## config.mk

```make
export PLATFORM = sky130hd
export DESIGN_NAME = pulse_span_timer
export DESIGN_NICKNAME = d
export VERILOG_FILES = /design/src/rtl/pst_pkg.sv /design/src/rtl/pst_sync.sv /design/src/rtl/pst_phase_cnt.sv /design/src/rtl/pst_ctrl.sv /design/src/rtl/pulse_span_timer.sv
export SDC_FILE = /design/constraint.sdc
export NUM_CORES = 1
export LEC_CHECK = 0
export ABC_AREA = 1
export CORE_ASPECT_RATIO = 0.8
export CORE_UTILIZATION = 40
export CTS_BUF_LIST = sky130_fd_sc_hd__clkbuf_8
export DETAILED_ROUTE_END_ITERATION = 10
export SLEW_MARGIN = 5
export SYNTH_ARGS = -nofsm -noshare
export SYNTH_HDL_FRONTEND = slang
export SYNTH_HIERARCHICAL = 1
export SYNTH_SLANG_ARGS = --single-unit
```

## constraint.sdc

```tcl
create_clock -name clk -period 3.57 [get_ports clk]
set_input_delay 0.714 -clock clk [delete_from_list [all_inputs] [get_ports clk]]
set_output_delay 0.714 -clock clk [all_outputs]
set_load 0.01 [all_outputs]
```

## src/rtl/pst_pkg.sv

```systemverilog
package pst_pkg;
  typedef enum logic [1:0] {
    ST_IDLE = 2'd0,
    ST_WAIT = 2'd1,
    ST_MEAS = 2'd2
  } pst_state_e;

  localparam int RES_W = 32;
  localparam logic signed [RES_W-1:0] CODE_MEAS_TMO = -32'sd1;
  localparam logic signed [RES_W-1:0] CODE_WAIT_TMO = -32'sd2;
endpackage

```

## src/rtl/pst_sync.sv

```systemverilog
module pst_sync #(
  parameter int STAGES = 2
) (
  input  logic clk,
  input  logic rst,
  input  logic din,
  output logic dout
);
  logic [STAGES-1:0] chain;

  generate
    for (genvar i = 0; i < STAGES; i++) begin : g_stage
      if (i == 0) begin : g_first
        always_ff @(posedge clk) begin
          if (rst) chain[0] <= 1'b0;
          else     chain[0] <= din;
        end
      end else begin : g_rest
        always_ff @(posedge clk) begin
          if (rst) chain[i] <= 1'b0;
          else     chain[i] <= chain[i-1];
        end
      end
    end
  endgenerate

  assign dout = chain[STAGES-1];
endmodule

```

## src/rtl/pst_phase_cnt.sv

```systemverilog
module pst_phase_cnt #(
  parameter int CW = 20
) (
  input  logic          clk,
  input  logic          rst,
  input  logic          clr,
  input  logic          tick,
  input  logic [CW-1:0] limit,
  output logic [CW-1:0] count,
  output logic          expire
);
  logic [CW:0] count_inc;

  assign count_inc = {1'b0, count} + 1'b1;
  assign expire    = tick && (count_inc >= {1'b0, limit});

  always_ff @(posedge clk) begin
    if (rst || clr) count <= '0;
    else if (tick)  count <= count_inc[CW-1:0];
  end
endmodule

```

## src/rtl/pst_ctrl.sv

```systemverilog
module pst_ctrl
  import pst_pkg::*;
#(
  parameter int TMO_W = 20
) (
  input  logic                    clk,
  input  logic                    rst,
  input  logic                    start,
  input  logic                    level_sel,
  input  logic [TMO_W-1:0]        timeout,
  input  logic                    pin_s,
  input  logic [TMO_W-1:0]        count,
  input  logic                    expire,
  output logic                    cnt_clr,
  output logic [TMO_W-1:0]        limit,
  output logic                    busy,
  output logic                    done,
  output logic signed [RES_W-1:0] result
);
  pst_state_e state;
  logic       lvl_q;
  logic       at_level;

  assign at_level = (pin_s == lvl_q);
  assign busy     = (state != ST_IDLE);
  assign cnt_clr  = (state == ST_IDLE) || ((state == ST_WAIT) && at_level);

  always_ff @(posedge clk) begin
    if (rst) begin
      state  <= ST_IDLE;
      lvl_q  <= 1'b0;
      limit  <= '0;
      done   <= 1'b0;
      result <= '0;
    end else begin
      done <= 1'b0;
      case (state)
        ST_IDLE: begin
          if (start) begin
            lvl_q <= level_sel;
            limit <= (timeout == '0) ? TMO_W'(1) : timeout;
            state <= (pin_s == level_sel) ? ST_MEAS : ST_WAIT;
          end
        end
        ST_WAIT: begin
          if (at_level) begin
            state <= ST_MEAS;
          end else if (expire) begin
            done   <= 1'b1;
            result <= CODE_WAIT_TMO;
            state  <= ST_IDLE;
          end
        end
        ST_MEAS: begin
          if (!at_level) begin
            done   <= 1'b1;
            result <= {{(RES_W-TMO_W){1'b0}}, count};
            state  <= ST_IDLE;
          end else if (expire) begin
            done   <= 1'b1;
            result <= CODE_MEAS_TMO;
            state  <= ST_IDLE;
          end
        end
        default: state <= ST_IDLE;
      endcase
    end
  end
endmodule

```

## src/rtl/pulse_span_timer.sv

```systemverilog
module pulse_span_timer #(
  parameter int TMO_W     = 20,
  parameter int SYNC_STGS = 2
) (
  input  logic                    clk,
  input  logic                    rst,
  input  logic                    start_i,
  input  logic                    level_sel_i,
  input  logic [TMO_W-1:0]        timeout_us_i,
  input  logic                    pin_async_i,
  input  logic                    tick_us_i,
  output logic                    done_o,
  output logic signed [31:0]      result_o
);
  logic             pin_s;
  logic             cnt_clr;
  logic             expire;
  logic             busy_w;
  logic [TMO_W-1:0] count;
  logic [TMO_W-1:0] limit;

  pst_sync #(.STAGES(SYNC_STGS)) u_sync (
    .clk  (clk),
    .rst  (rst),
    .din  (pin_async_i),
    .dout (pin_s)
  );

  pst_phase_cnt #(.CW(TMO_W)) u_cnt (
    .clk    (clk),
    .rst    (rst),
    .clr    (cnt_clr),
    .tick   (tick_us_i),
    .limit  (limit),
    .count  (count),
    .expire (expire)
  );

  pst_ctrl #(.TMO_W(TMO_W)) u_ctrl (
    .clk       (clk),
    .rst       (rst),
    .start     (start_i),
    .level_sel (level_sel_i),
    .timeout   (timeout_us_i),
    .pin_s     (pin_s),
    .count     (count),
    .expire    (expire),
    .cnt_clr   (cnt_clr),
    .limit     (limit),
    .busy      (busy_w),
    .done      (done_o),
    .result    (result_o)
  );
endmodule

```

; Word-level counts from Yosys, hierarchy flattened
; Index checks and enable logic that the tools add are counted.
[op_classes]
n_bitwise = 0
n_addsub = 1
multipliers = 0
shift = 0
n_eq_ne = 8
div = 0
order_cmp = 1
n_reduce_logical = 9
n_mux = 16
[op_table]
columns = op, n
row1 = $mux W32, 4
row2 = $pmux W32 S2, 1
row3 = $add A20 B1 Y21 const B, 1
row4 = $ge A21 B20 Y1, 1
row5 = $logic_not A20 Y1, 1
row6 = $mux W20, 1
row7 = $mux W2, 5
row8 = $ne A2 B2 Y1 const B, 3
row9 = $pmux W2 S3, 1
row10 = $reduce_and A4 Y1, 1
row11 = $mux W1, 3
row12 = $ne A3 B3 Y1 const B, 1
row13 = $eq A1 B1 Y1, 2
row14 = $eq A2 B1 Y1 const B, 1
row15 = $eq A2 B2 Y1 const B, 1
row16 = $logic_and A1 B1 Y1, 2
row17 = $logic_not A2 Y1, 1
row18 = $logic_or A1 B1 Y1, 2
row19 = $pmux W1 S2, 1
row20 = $reduce_and A2 Y1, 1
row21 = $reduce_bool A2 Y1, 1
[word_totals]
latchBits = 0
wordCells = 43
in_bits = 26
romBits = 0
mem_count = 0
output_inout_bits = 33
mem_bits_rw = 0
register_bits = 78

; Logic depth before layout (Yosys ltp)
; Gate-level depths: netlist of the first run.
[depth]
depth_word = 6
mapped_depth = 25
depth_no_buf = 25

; Cells and area by module
; The synthesis of the first run kept the hierarchy.
[by_module_without_submodules]
columns = mod, cells_per_inst, area_each_um2, n_inst, seq_area_each_um2
row1 = pst_ctrl, 306, 2275.9, 1, 900.9
row2 = pst_phase_cnt, 305, 1858.0, 1, 400.4
row3 = pst_sync, 6, 55.1, 1, 40.0

; Least setup slack after synthesis of the first run
; OpenSTA, ideal clock, no wires.
[synth_path]
path_kind = reg2reg
startpoint = register u_cnt.count[0]
endpoint = register u_ctrl.result[13]
setup_slack_ns = 0.624
arrival_ns = 2.807
path_buffers = 2
path_stages_with_launch = 24
cell_sequence = dfxtp_1 ha_1 nand2_2 nor2_4 nand2_1 nor2_1 xnor2_1 inv_1 ha_1 nand2_1 nor3_1 nand3_1 nand2_1 nand2_1 nand2_1 nor2_1 nor2_1 inv_1 nand2_4 nand2_4 buf_6 buf_12 nand3_2 a21oi_2
[synth_via]
elab_chain_cells = 5
elab_cells_between_ends = 6
[synth_rtl]
columns = item, line_no
row1 = start: declaration, pst_phase_cnt.sv:9  ; output logic [CW-1:0] count,
row2 = start signal: assignment, pst_phase_cnt.sv:19  ; else if (tick) count <= count_inc[CW-1:0];
row3 = $add A20 B1 Y21 *, pst_phase_cnt.sv:14  ; assign count_inc = {1'b0, count} + 1'b1;
row4 = via u_cnt.count_inc[14], pst_phase_cnt.sv:12  ; logic [CW:0] count_inc;
row5 = $ge A21 B20 Y1 *, pst_phase_cnt.sv:15  ; assign expire = tick && (count_inc >= {1'b0, limit});
row6 = $logic_and A1 B1 Y1 *, pst_phase_cnt.sv:15
row7 = via expire, pulse_span_timer.sv:17  ; logic expire;
row8 = $ne A3 B3 Y1 (no line) / $ne A2 B2 Y1 (equally long branches), n/a
row9 = $reduce_and A4 Y1 (no line) *, n/a
row10 = end signal: assignment, pst_ctrl.sv:57  ; result <= {{(RES_W-TMO_W){1'b0}}, count};
row11 = end: declaration, pst_ctrl.sv:18  ; output logic signed [RES_W-1:0] result
; The timed path passes the listed nets; every way through them passes the cells marked *.
; A chain may end at the register's enable or synchronous reset.

; Worst setup path in the final report of the first run
[layout_path]
startpoint = register u_cnt.count[0]
endpoint = register u_ctrl.result[30]
; The elaborated chain is that of the path after synthesis.

==> results.md, run 1 <==
- Final ANT Viol Nets: 0
- H-tree depth: 3
- R2R Path Start: u_cnt/count[0]
- Post-synthesis cell count: around 620
- Residual DRC: 0
- Share of layout cells above drive strength 1: 0.1131
- Crit path max fanout: 23
- Hold-fix buffers, CTS: 0
- Row count: 33
- Reg power frac: 0.414
- Worst setup SP type: register
- Cell mode on critical path: nand2_1
- CP endpoint kind: register
- Clock Latency Late Sink: ~0.36 ns
- I/O Buffers: just under 60
- CP cell instances: ha_1 -> nand2_2 -> nor2_4 -> nand2_1 -> nor2_1 -> xnor2_1 -> inv_1 -> ha_1 -> nand2_1 -> nor3_1 -> nand3_1 -> nand2_1 -> nand2_1 -> nand2_1 -> nor2_1 -> nor2_2 -> inv_1 -> nand2_4 -> nand2_4 -> nand2_2 -> buf_12 -> nand3_1 -> nand2_1 -> nor2_1
- Longest Clk Path Bufs: 2
- Status: complete, no violations
- Placed Instance Area: 4822 µm²
- WL final: about 11 mm
- Final cell utilization of the core: 0.4974
- Die area: between 10,000 and 15,000 µm²
- Grt ovf: 0
- Critical path's largest stage delay: around 0.40 ns
- Die height: a little over 90 µm
- First-pass GRT wire length: 17.45 mm
- Reg clk slew, reported paths: approximately 0.080 ns
- Max-slew violations: 0
- RSZ-0062 raised after global routing: no
- Pwr per Cell Area: roughly 410 nW/µm²
- Syn_nets: 670
- Min-Delay Endpoint: u_sync/dout
- Setup TNS: 0 ns
- Synth top area cells: dfxtp_1 32%, nand2_1 11%, inv_1 8.3%
- Max Freq: a little over 300 MHz
- Antenna Cells: 0
- WL/cell: 13.00 µm
- I/O pins: ~60
- Kind of critical path: register to register
- Final Cycle Share: 0.9171
- Min Tclk post-route: 3.274 ns
- Root Driver: clkbuf_8
- Sequential fraction of the synthesis area: 0.3202
- Avg Synthesized Cell Area: a little under 7 µm²
- FF-to-FF path depth: 24
- DPL Wire Length: a little over 8 mm
- Gr usage total: 0.2131
- Total CTS buffers: 9
- Vias in the first global route: 3,527
- Hold slack: 0.4064 ns
- Clock Skews: roughly 0.011 ns
- Hold Path Depth: 2
- Area share of the largest cell type after synthesis: 0.3202
- Gate power share: 0.263
- Clk sinks: 67
- Fin nets: ~700
- # fillers: 1,092
- Antenna violations before repair: 0
- Gpl congestion: slightly above 0.9
- Final Hold Viols: 0
- Number of max-cap violations: 0
- Clock power frac: 0.322
- #FFs+latches synth: 67
- CTS tree: done
- Leak: between 0.002 and 0.0025 µW
- Worst reg2reg endpoint: u_ctrl/result[30]
- Internal Power: about 1400 µW
- Vias per cell: 4.739
- VDD IR-drop max: between 200 and 250 µV
- Slowest CP cell: dfxtp_4
- Core box area: around 10,000 µm²
- Min-Delay Path Class: register to register
- Via count: between 3,000 and 4,000
- Net Switching: 704.0 µW
- Layout area overhead: 21.09%
- Worst Path Arrival: about 3.5 ns
- Die Span X: about 120 µm
- Hold path start: u_sync/chain[0]
- Synth cell types: 33
- Final setup violation count: 0
- Yosys warning count: 6
- Cell taking the most area after synthesis: dfxtp_1
- CP required: about 3.8 ns
- R2r setup slk: about 0.30 ns
- Max-slew headroom: 0.4564
- Mapped Area: 4189 µm²
- Switching portion of total power: 0.3356
- Router iterations before antenna repair: 4
- Total power: 2098 µW
- Final Cell Area: between 5000 and 6000 µm²
- Actual slew at the worst max-slew pin: between 0.8 and 0.9 ns
- Initial core utilization: 0.4107
- Drt first-iter violations: 241
- Pin count of the biggest net entering global routing: 35
-- worst max-delay path by stage --
stage                         to           start  depth (start not counted)  slack (ns)
6_report       u_ctrl/result[30]  u_cnt/count[0]                         24        0.30
5_1_grt        u_ctrl/result[30]  u_cnt/count[0]                         25        0.01
4_1_cts        u_ctrl/result[30]  u_cnt/count[0]                         24        0.09
3_5_place_dp   u_ctrl/result[30]  u_cnt/count[0]                         24        0.12
3_3_place_gp   u_ctrl/result[30]  u_cnt/count[0]                         24        0.23
2_1_floorplan  u_ctrl/result[13]  u_cnt/count[0]                         23        0.62
-- metal layers --
metal	up-vias	GRT usage	routed length, µm
li1	2043	-	-
met1	1695	0.3101	5547
met5	-	0	0
met3	10	0.04601	493
met2	100	0.3057	4381
met4	0	0.07158	132
-- timing repair --
item / in CTS / in global routing
hold endpoints to repair: 0 / 0
setup endpoints to repair: 0 / 23
setup buffers: 0 / 3
resized for setup: 0 / 8
-- placed cells by master (no fill, tap or decap), types with 2 or more instances in the layout --
cell type,count
xnor2_1,2
nor3_1,3
o21ai_0,39
nand3_1,30
clkinvlp_4,2
inv_1,93
inv_6,2
o21a_1,2
nor2_4,3
buf_4,12
nand2_1,124
nand3_2,13
clkbuf_8,10
or2_2,2
a21oi_1,50
xor2_1,7
a21oi_2,11
ha_1,27
nor2_2,4
nand2_2,5
clkdlybuf4s50_1,58
nor2_1,80
dfxtp_1,64
nand4_1,12
nand2_4,3
dfxtp_2,2
-- kinds of logic (layout without fill, tap and decap cells) --
family / count (synthesis) / after routing / synth area share
adder cells (fa/ha/maj): 27 / 27 / 0.08064
flip-flops: 67 / 67 / 0.3202
buffers and inverters: 128 / 183 / 0.1371
XOR/XNOR: 9 / 9 / 0.01882
AO/OA/AOI/OAI: 107 / 107 / 0.1407
AND/OR/NAND/NOR: 279 / 279 / 0.3026
-- synthesized netlist by cell type (all sizes together) --
library cell / instances
buf: 25
nand3: 43
o21bai: 1
inv: 94
nand4: 12
xor2: 7
o21ai: 41
a21oi: 61
clkinv: 1
or2: 2
a22oi: 1
clkbuf: 8
xnor2: 2
nor3: 3
dfxtp: 67
nor2: 87
a21o: 1
nand2: 132
ha: 27
o21a: 2
-- state kept, by name, summed over array words and instances (netlist names) --
signal,cells
u_ctrl/result,21
u_cnt/count,20
u_ctrl/limit,20
u_ctrl/state,2
u_ctrl/done,1
u_ctrl/lvl_q,1
u_sync/chain,1
u_sync/dout,1
-- cell type report --
type / count / area (µm²) / share of cell area
Timing Repair Buffer: 72 / 701.9 / 0.1384
Clock buffer: 10 / 137.6 / 0.02713
Multi-Input combinational cell: 422 / 2282 / 0.4499
Sequential cell: 67 / 1348 / 0.2657
Clock inverter: 6 / 71.32 / 0.01406
Inverter: 95 / 356.6 / 0.07030
Tap cell: 140 / 175.2 / 0.03453
-- power by group through the flow --
stage	Combinational, µW	Clock [µW]	Sequential [µW]
global route	630	731	880
CTS	551	702	870
floorplan	374	0	885
finish	552	676	869
global placement	547	0	885
detailed placement	549	0	887
-- per-stage QoR --
stage	setup slack, ns	std cells
6_report	0.2961	812
5_1_grt	0.01029	812
4_1_cts	0.08977	809
3_5_place_dp	0.1230	793
3_3_place_gp	0.2271	793
2_1_floorplan	0.6238	617
-- worst max-delay path: cells and delay by family, from the launching register on --
family / cells / cell delay (ns)
and+or+nand+nor: 18 / 1.70
xor gates and xnor gates: 1 / 0.20
DFF: 1 / 0.40
adders and majority gates: 2 / 0.50
buffers and inverters: 3 / 0.37
No activity file was read; power rests on OpenSTA's default activity.
==> inputs of run 2 (changes only) <==
- GPL_TIMING_DRIVEN: unset -> 0
- TNS_END_PERCENT: unset -> 1
==> run 2 against run 1 <==
Against the previous run:
- wire length grew 3.9%
- maximum frequency shrank 0.56%
- sequential power up 0.5%
- worst setup slack worse by 0.018 ns
- non-clock buffer count is 23 higher
- combinational power up 5.6%
- clock-buffer cell count did not move
- clock power is 3.4% lower
- total power up 0.57%
- core utilization rose by 1.4 points
- worst hold slack gained 0.0032 ns
- largest power group unchanged
- highest routed layer unchanged
==> results.md, run 2 (synthesis gave the netlist of run 1 again) <==
- Status: complete, no violations
- Final Cell Area: around 5200 µm²
- Final Cycle Share: 0.9222
- Min Tclk post-route: 3.292 ns
- Cell mode on critical path: nand2_1
- Placed Instance Area: just under 5000 µm²
- Via count: between 4,000 and 5,000
- VDD IR-drop max: around 270 µV
- Number of flip-flops in the largest register: 21
- Setup TNS: 0 ns
- # fillers: approximately 1,100
- Max-slew violations: 0
- Antenna Cells: 0
- Die area: roughly 11,000 µm²
- Crit. Startpoint: u_cnt/count[0]
- CP required: approximately 3.8 ns
- Clock Skews: 0.006647 ns
- Pwr per Cell Area: around 400 nW/µm²
- Reg clk slew, reported paths: approximately 0.080 ns
- Total power: between 2000 and 2500 µW
- Residual DRC: 0
- Drt first-iter violations: 241
- R2R Path Start: u_cnt/count[0]
- Pin count of the biggest net entering global routing: 14
- Hold-fix buffers, CTS: 0
- Total CTS buffers: 9
- Crit path buf inv count: 4
- Grt ovf: 0
- Vias per cell: around 4.8
- Antenna violations before repair: 0
- Worst Path Arrival: around 3.5 ns
- Final Hold Viols: 0
- Actual slew at the worst max-slew pin: roughly 0.76 ns
- Longest Clk Path Bufs: 2
- Vias in the first global route: approximately 3,800
- Root Driver: clkbuf_8
- CTS tree: done
- WL/cell: approximately 13 µm
- Kind of critical path: register to register
- Layout area overhead: 24.40%
- Worst setup SP type: register
- RSZ-0062 raised after global routing: no
- Share of layout cells above drive strength 1: 0.1338
- Slowest CP cell: dfxtp_4
- Core box area: roughly 10,000 µm²
- Final setup violation count: 0
- Largest delay share family, worst path: simple AND/OR/NAND/NOR gates
- Min-Delay Path Class: register to register
- Hold slack: approximately 0.41 ns
- Most common cell after layout, fill and taps aside: nand2_1
- DPL Wire Length: 8.573 mm
- Router iterations before antenna repair: 5
- Gr usage total: 0.2187
- Gpl congestion: 0.9005
- Critical path's largest stage delay: approximately 0.38 ns
- H-tree depth: 3
- Final ANT Viol Nets: 0
- Hold path start: u_sync/chain[0]
- CP endpoint kind: register
- Die height: slightly above 90 µm
- Number of max-cap violations: 0
- Max Freq: 303.7 MHz
- Clk sinks: 67
- I/O Buffers: 57
- Die Span X: around 120 µm
- CP cell instances: ha_1 -> nand2_2 -> nor2_4 -> nand2_1 -> nor2_2 -> xnor2_2 -> inv_1 -> ha_1 -> nand2_1 -> nor3_1 -> nand3_1 -> nand2_1 -> nand2_1 -> nand2_1 -> nor2_1 -> nor2_2 -> buf_4 -> nand3_2 -> buf_6 -> buf_6 -> nand3_2 -> a21oi_2
- Commonest non-fill, non-tap cells in the layout: 124 x nand2_1, 93 x inv_1, 78 x nor2_1, 63 x dfxtp_1, 57 x clkdlybuf4s50_1
- Leak: 0.002334 µW
- Top Registers: u_ctrl/result: 21 flops, u_cnt/count: 20 flops, u_ctrl/limit: 20 flops
- I/O pins: 59
- First-pass GRT wire length: roughly 18 mm
- WL final: 10.97 mm
- Fin nets: roughly 740
- Row count: 33
- Clock Latency Late Sink: between 0.3 and 0.4 ns
- Biggest register: u_ctrl/result
- Initial core utilization: 0.4107
- Crit path max fanout: 10
- Max-slew headroom: 0.4961
run 2: cell count changes in the layout (fill, tap and decap cells not counted), sizes merged:
| cell | delta |
|---|---|
| clkdlybuf4s50 | -1 |
| clkbuf | +8 |
| clkinvlp | -1 |
| clkinv | +3 |
| buf | +16 |
| inv | -2 |
run 2: report_power, final:
part	internal, µW	switching, µW	total (µW)
Combinational	251	332	583
Sequential	816	57.1	873
Clock	341	312	653
Total	1410	702	2110
run 2: final cells by class:
class | count | area (µm²) | area share
Buffer | 33 | 217.7 | 0.04178
Clock buffer | 10 | 137.6 | 0.02641
Clock inverter | 6 | 65.06 | 0.01248
Inverter | 95 | 356.6 | 0.06843
Multi-Input combinational cell | 422 | 2300 | 0.4413
Sequential cell | 67 | 1351 | 0.2593
Tap cell | 140 | 175.2 | 0.03361
Timing Repair Buffer | 62 | 608.1 | 0.1167
run 2: metrics by stage:
stage	util	std cells	worst slack (ns)
floorplan	-	617	0.6238
global placement	0.4839	814	-0.1352
detailed placement	0.4839	814	-0.1487
CTS	0.5041	830	0.08340
global route	0.5110	835	0.01653
finish	0.5110	835	0.2778
run 2: worst paths after layout:
kind / endpoint / slack (ns) / cells past startpoint
min: u_sync/dout / 0.41 / 2
min reg2reg: u_sync/dout / 0.41 / 2
max: u_ctrl/result[15] / 0.28 / 22
max reg2reg: u_ctrl/result[15] / 0.28 / 22
run 2: worst reg2reg max path: stages, from the launching register on:
cell	delay, ns
dfxtp_4	0.38
ha_1	0.18
nand2_2	0.08
nor2_4	0.17
nand2_1	0.12
nor2_2	0.15
xnor2_2	0.16
inv_1	0.08
ha_1	0.30
nand2_1	0.09
nor3_1	0.20
nand3_1	0.11
nand2_1	0.07
nand2_1	0.04
nand2_1	0.06
nor2_1	0.05
nor2_2	0.13
buf_4	0.14
nand3_2	0.14
buf_6	0.19
buf_6	0.15
nand3_2	0.09
a21oi_2	0.06
run 2: timing repair:
action	in CTS	in global routing
endpoints found under the setup margin	20	22
gates resized for setup	2	11
pin swaps	0	3
setup buffers	0	5
run 2: metal layers:
layer | share of wire | track usage | wire, µm
met4 | 0.012 | 0.06624 | 133
met3 | 0.052 | 0.04990 | 567
met1 | 0.51 | 0.3042 | 5603
met5 | 0 | 0 | 0
met2 | 0.43 | 0.3323 | 4661
==> inputs of run 3 (changes only) <==
- clock period: 3.57 -> 3.58 ns (I/O delays scaled with it)
==> run 3 against run 2 <==
Against the previous run:
- first-iteration DRC count did not move
- worst hold slack stayed put
- sequential cell count unchanged
- critical endpoint unchanged
==> results.md, run 3 (synthesis gave the netlist of run 1 again) <==
- Setup TNS: 0 ns
- Min Tclk post-route: 3.309 ns
- Place WS: -0.1387 ns
- Number of max-cap violations: 0
- CTS tree: done
- Min-Delay Path Class: register to register
- # fillers: ~1,100
- Slowest CP cell: dfxtp_2
- Final worst-path setup slack: between 0.2 and 0.3 ns
- Vias per cell: between 4 and 5
- Fin nets: roughly 740
- Final ANT Viol Nets: 0
- Switching portion of total power: 0.3322
- Largest delay share family, worst path: simple AND/OR/NAND/NOR gates
- First-pass GRT wire length: around 18 mm
- Kind of critical path: register to register
- Number of flip-flops in the largest register: 21
- Clock Latency Late Sink: ~0.35 ns
- VDD IR-drop max: 266.0 µV
- Max-slew violations: 0
- Pin count of the biggest net entering global routing: 14
- Leak: approximately 0.0023 µW
- Total CTS buffers: 9
- Hold-fix buffers, CTS: 0
- Via count: 4,026
- Hold slack: roughly 0.41 ns
- Grt ovf: 0
- Most common cell after layout, fill and taps aside: nand2_1
- Min-Delay Endpoint: u_sync/dout
- Gpl congestion: 0.9005
- I/O Buffers: between 50 and 60
- Final Cell Area: 5209 µm²
- Clk sinks: 67
- Initial core utilization: 0.4107
- Final cell utilization of the core: 0.5107
- Biggest register: u_ctrl/result
- WL final: 10.96 mm
- Core box area: 10,200 µm²
- Crit path buf inv count: 4
- Die Span X: approximately 120 µm
- Die height: about 94 µm
- Residual DRC: 0
- Critical path's largest stage delay: 0.39 ns
- Worst reg2reg endpoint: u_ctrl/result[15]
- Antenna violations before repair: 0
- Final setup violation count: 0
- CP required: 3.78 ns
- Max Freq: 302.2 MHz
- Die area: 10,890 µm²
- Placed Instance Area: 4935 µm²
- Actual slew at the worst max-slew pin: roughly 0.76 ns
- I/O pins: 59
- Crit. Startpoint: u_cnt/count[1]
- FF-to-FF path depth: 22
- Share of layout cells above drive strength 1: 0.1338
- CP endpoint kind: register
- Layout area overhead: 24.34%
- Row count: 33
- DPL Wire Length: between 8 and 9 mm
- H-tree depth: 3
- Reg power frac: 0.414
- Root Driver: clkbuf_8
- Gate power share: 0.276
- Commonest non-fill, non-tap cells in the layout: 124 x nand2_1, 93 x inv_1, 78 x nor2_1, 63 x dfxtp_1, 57 x clkdlybuf4s50_1
- Reg clk slew, reported paths: approximately 0.08 ns
- Router iterations before antenna repair: 5
- Status: complete, no violations
- Final Cycle Share: 0.9244
- Clock Skews: between 0.006 and 0.007 ns
- R2r setup slk: ~0.27 ns
- Crit path max fanout: 10
- Hold path start: u_sync/chain[0]
- Worst Path Arrival: around 3.5 ns
- Antenna Cells: 0
- Vias in the first global route: approximately 3,800
- R2R Path Start: u_cnt/count[1]
- Longest Clk Path Bufs: 2
- Drt first-iter violations: between 200 and 250
- Hold Path Depth: 2
- Net Switching: 699.2 µW
- Final Hold Viols: 0
- Internal Power: between 1000 and 1500 µW
- Pwr per Cell Area: around 400 nW/µm²
- WL/cell: 13.12 µm
- Clock power frac: 0.310
- Cell mode on critical path: nand2_1
- RSZ-0062 raised after global routing: no
- Gr usage total: 0.2187
- Top Registers: u_ctrl/result: 21 flops, u_cnt/count: 20 flops, u_ctrl/limit: 20 flops
- CP cell instances: ha_1 -> nand2_2 -> nor2_4 -> nand2_1 -> nor2_2 -> xnor2_2 -> inv_1 -> ha_1 -> nand2_1 -> nor3_1 -> nand3_1 -> nand2_1 -> nand2_1 -> nand2_1 -> nor2_1 -> nor2_2 -> buf_4 -> nand3_2 -> buf_6 -> buf_6 -> nand3_2 -> a21oi_2
- Max-slew headroom: 0.4961
- Worst setup SP type: register
run 3: final cells by class:
class / instances / area (µm²) / area share
Buffer: 33 / 217.7 / 0.04180
Multi-Input combinational cell: 422 / 2300 / 0.4415
Timing Repair Buffer: 62 / 608.1 / 0.1167
Clock inverter: 6 / 65.06 / 0.01249
Clock buffer: 10 / 137.6 / 0.02642
Sequential cell: 67 / 1349 / 0.2589
Inverter: 95 / 356.6 / 0.06846
Tap cell: 140 / 175.2 / 0.03363
run 3: metal layers:
layer,vias up,GRT usage,share of wire
met5,-,0,0
met4,0,0.06624,0.012
met3,11,0.04990,0.053
met2,94,0.3323,0.43
met1,1827,0.3042,0.51
li1,2094,-,-
run 3: per-stage QoR:
| step | cells | total power, µW |
|---|---|---|
| detailed placement | 814 | 1456 |
| global route | 835 | 2244 |
| finish | 835 | 2104 |
| CTS | 830 | 2117 |
| global placement | 814 | 1444 |
| floorplan | 617 | 1255 |
run 3: how the worst max path moves through the flow:
| stage | to | cells past startpoint |
|---|---|---|
| 2_1_floorplan | u_ctrl/result[13] | 23 |
| 3_3_place_gp | u_ctrl/result[10] | 23 |
| 3_5_place_dp | u_ctrl/result[15] | 23 |
| 4_1_cts | u_ctrl/result[15] | 23 |
| 5_1_grt | u_ctrl/result[9] | 22 |
| 6_report | u_ctrl/result[15] | 22 |
run 3: power by group through the flow:
stage          clock network (µW)  registers [µW]  logic [µW]
2_1_floorplan                   0             882         372
3_3_place_gp                    0             887         558
3_5_place_dp                    0             890         566
4_1_cts                       674             874         570
5_1_grt                       707             882         656
6_report                      652             871         582
run 3: what timing repair did:
action,4_1_cts,5_1_grt
pin swaps,0,3
setup endpoints to repair,20,22
setup buffers,0,5
gates resized for setup,2,10
run 3: tightest hold or removal path, delay by kind of cell, from the launching register on:
kind	cells	cell delay, ns
buffers and inverters	1	0.04
DFF	1	0.31
and+or+nand+nor	1	0.03
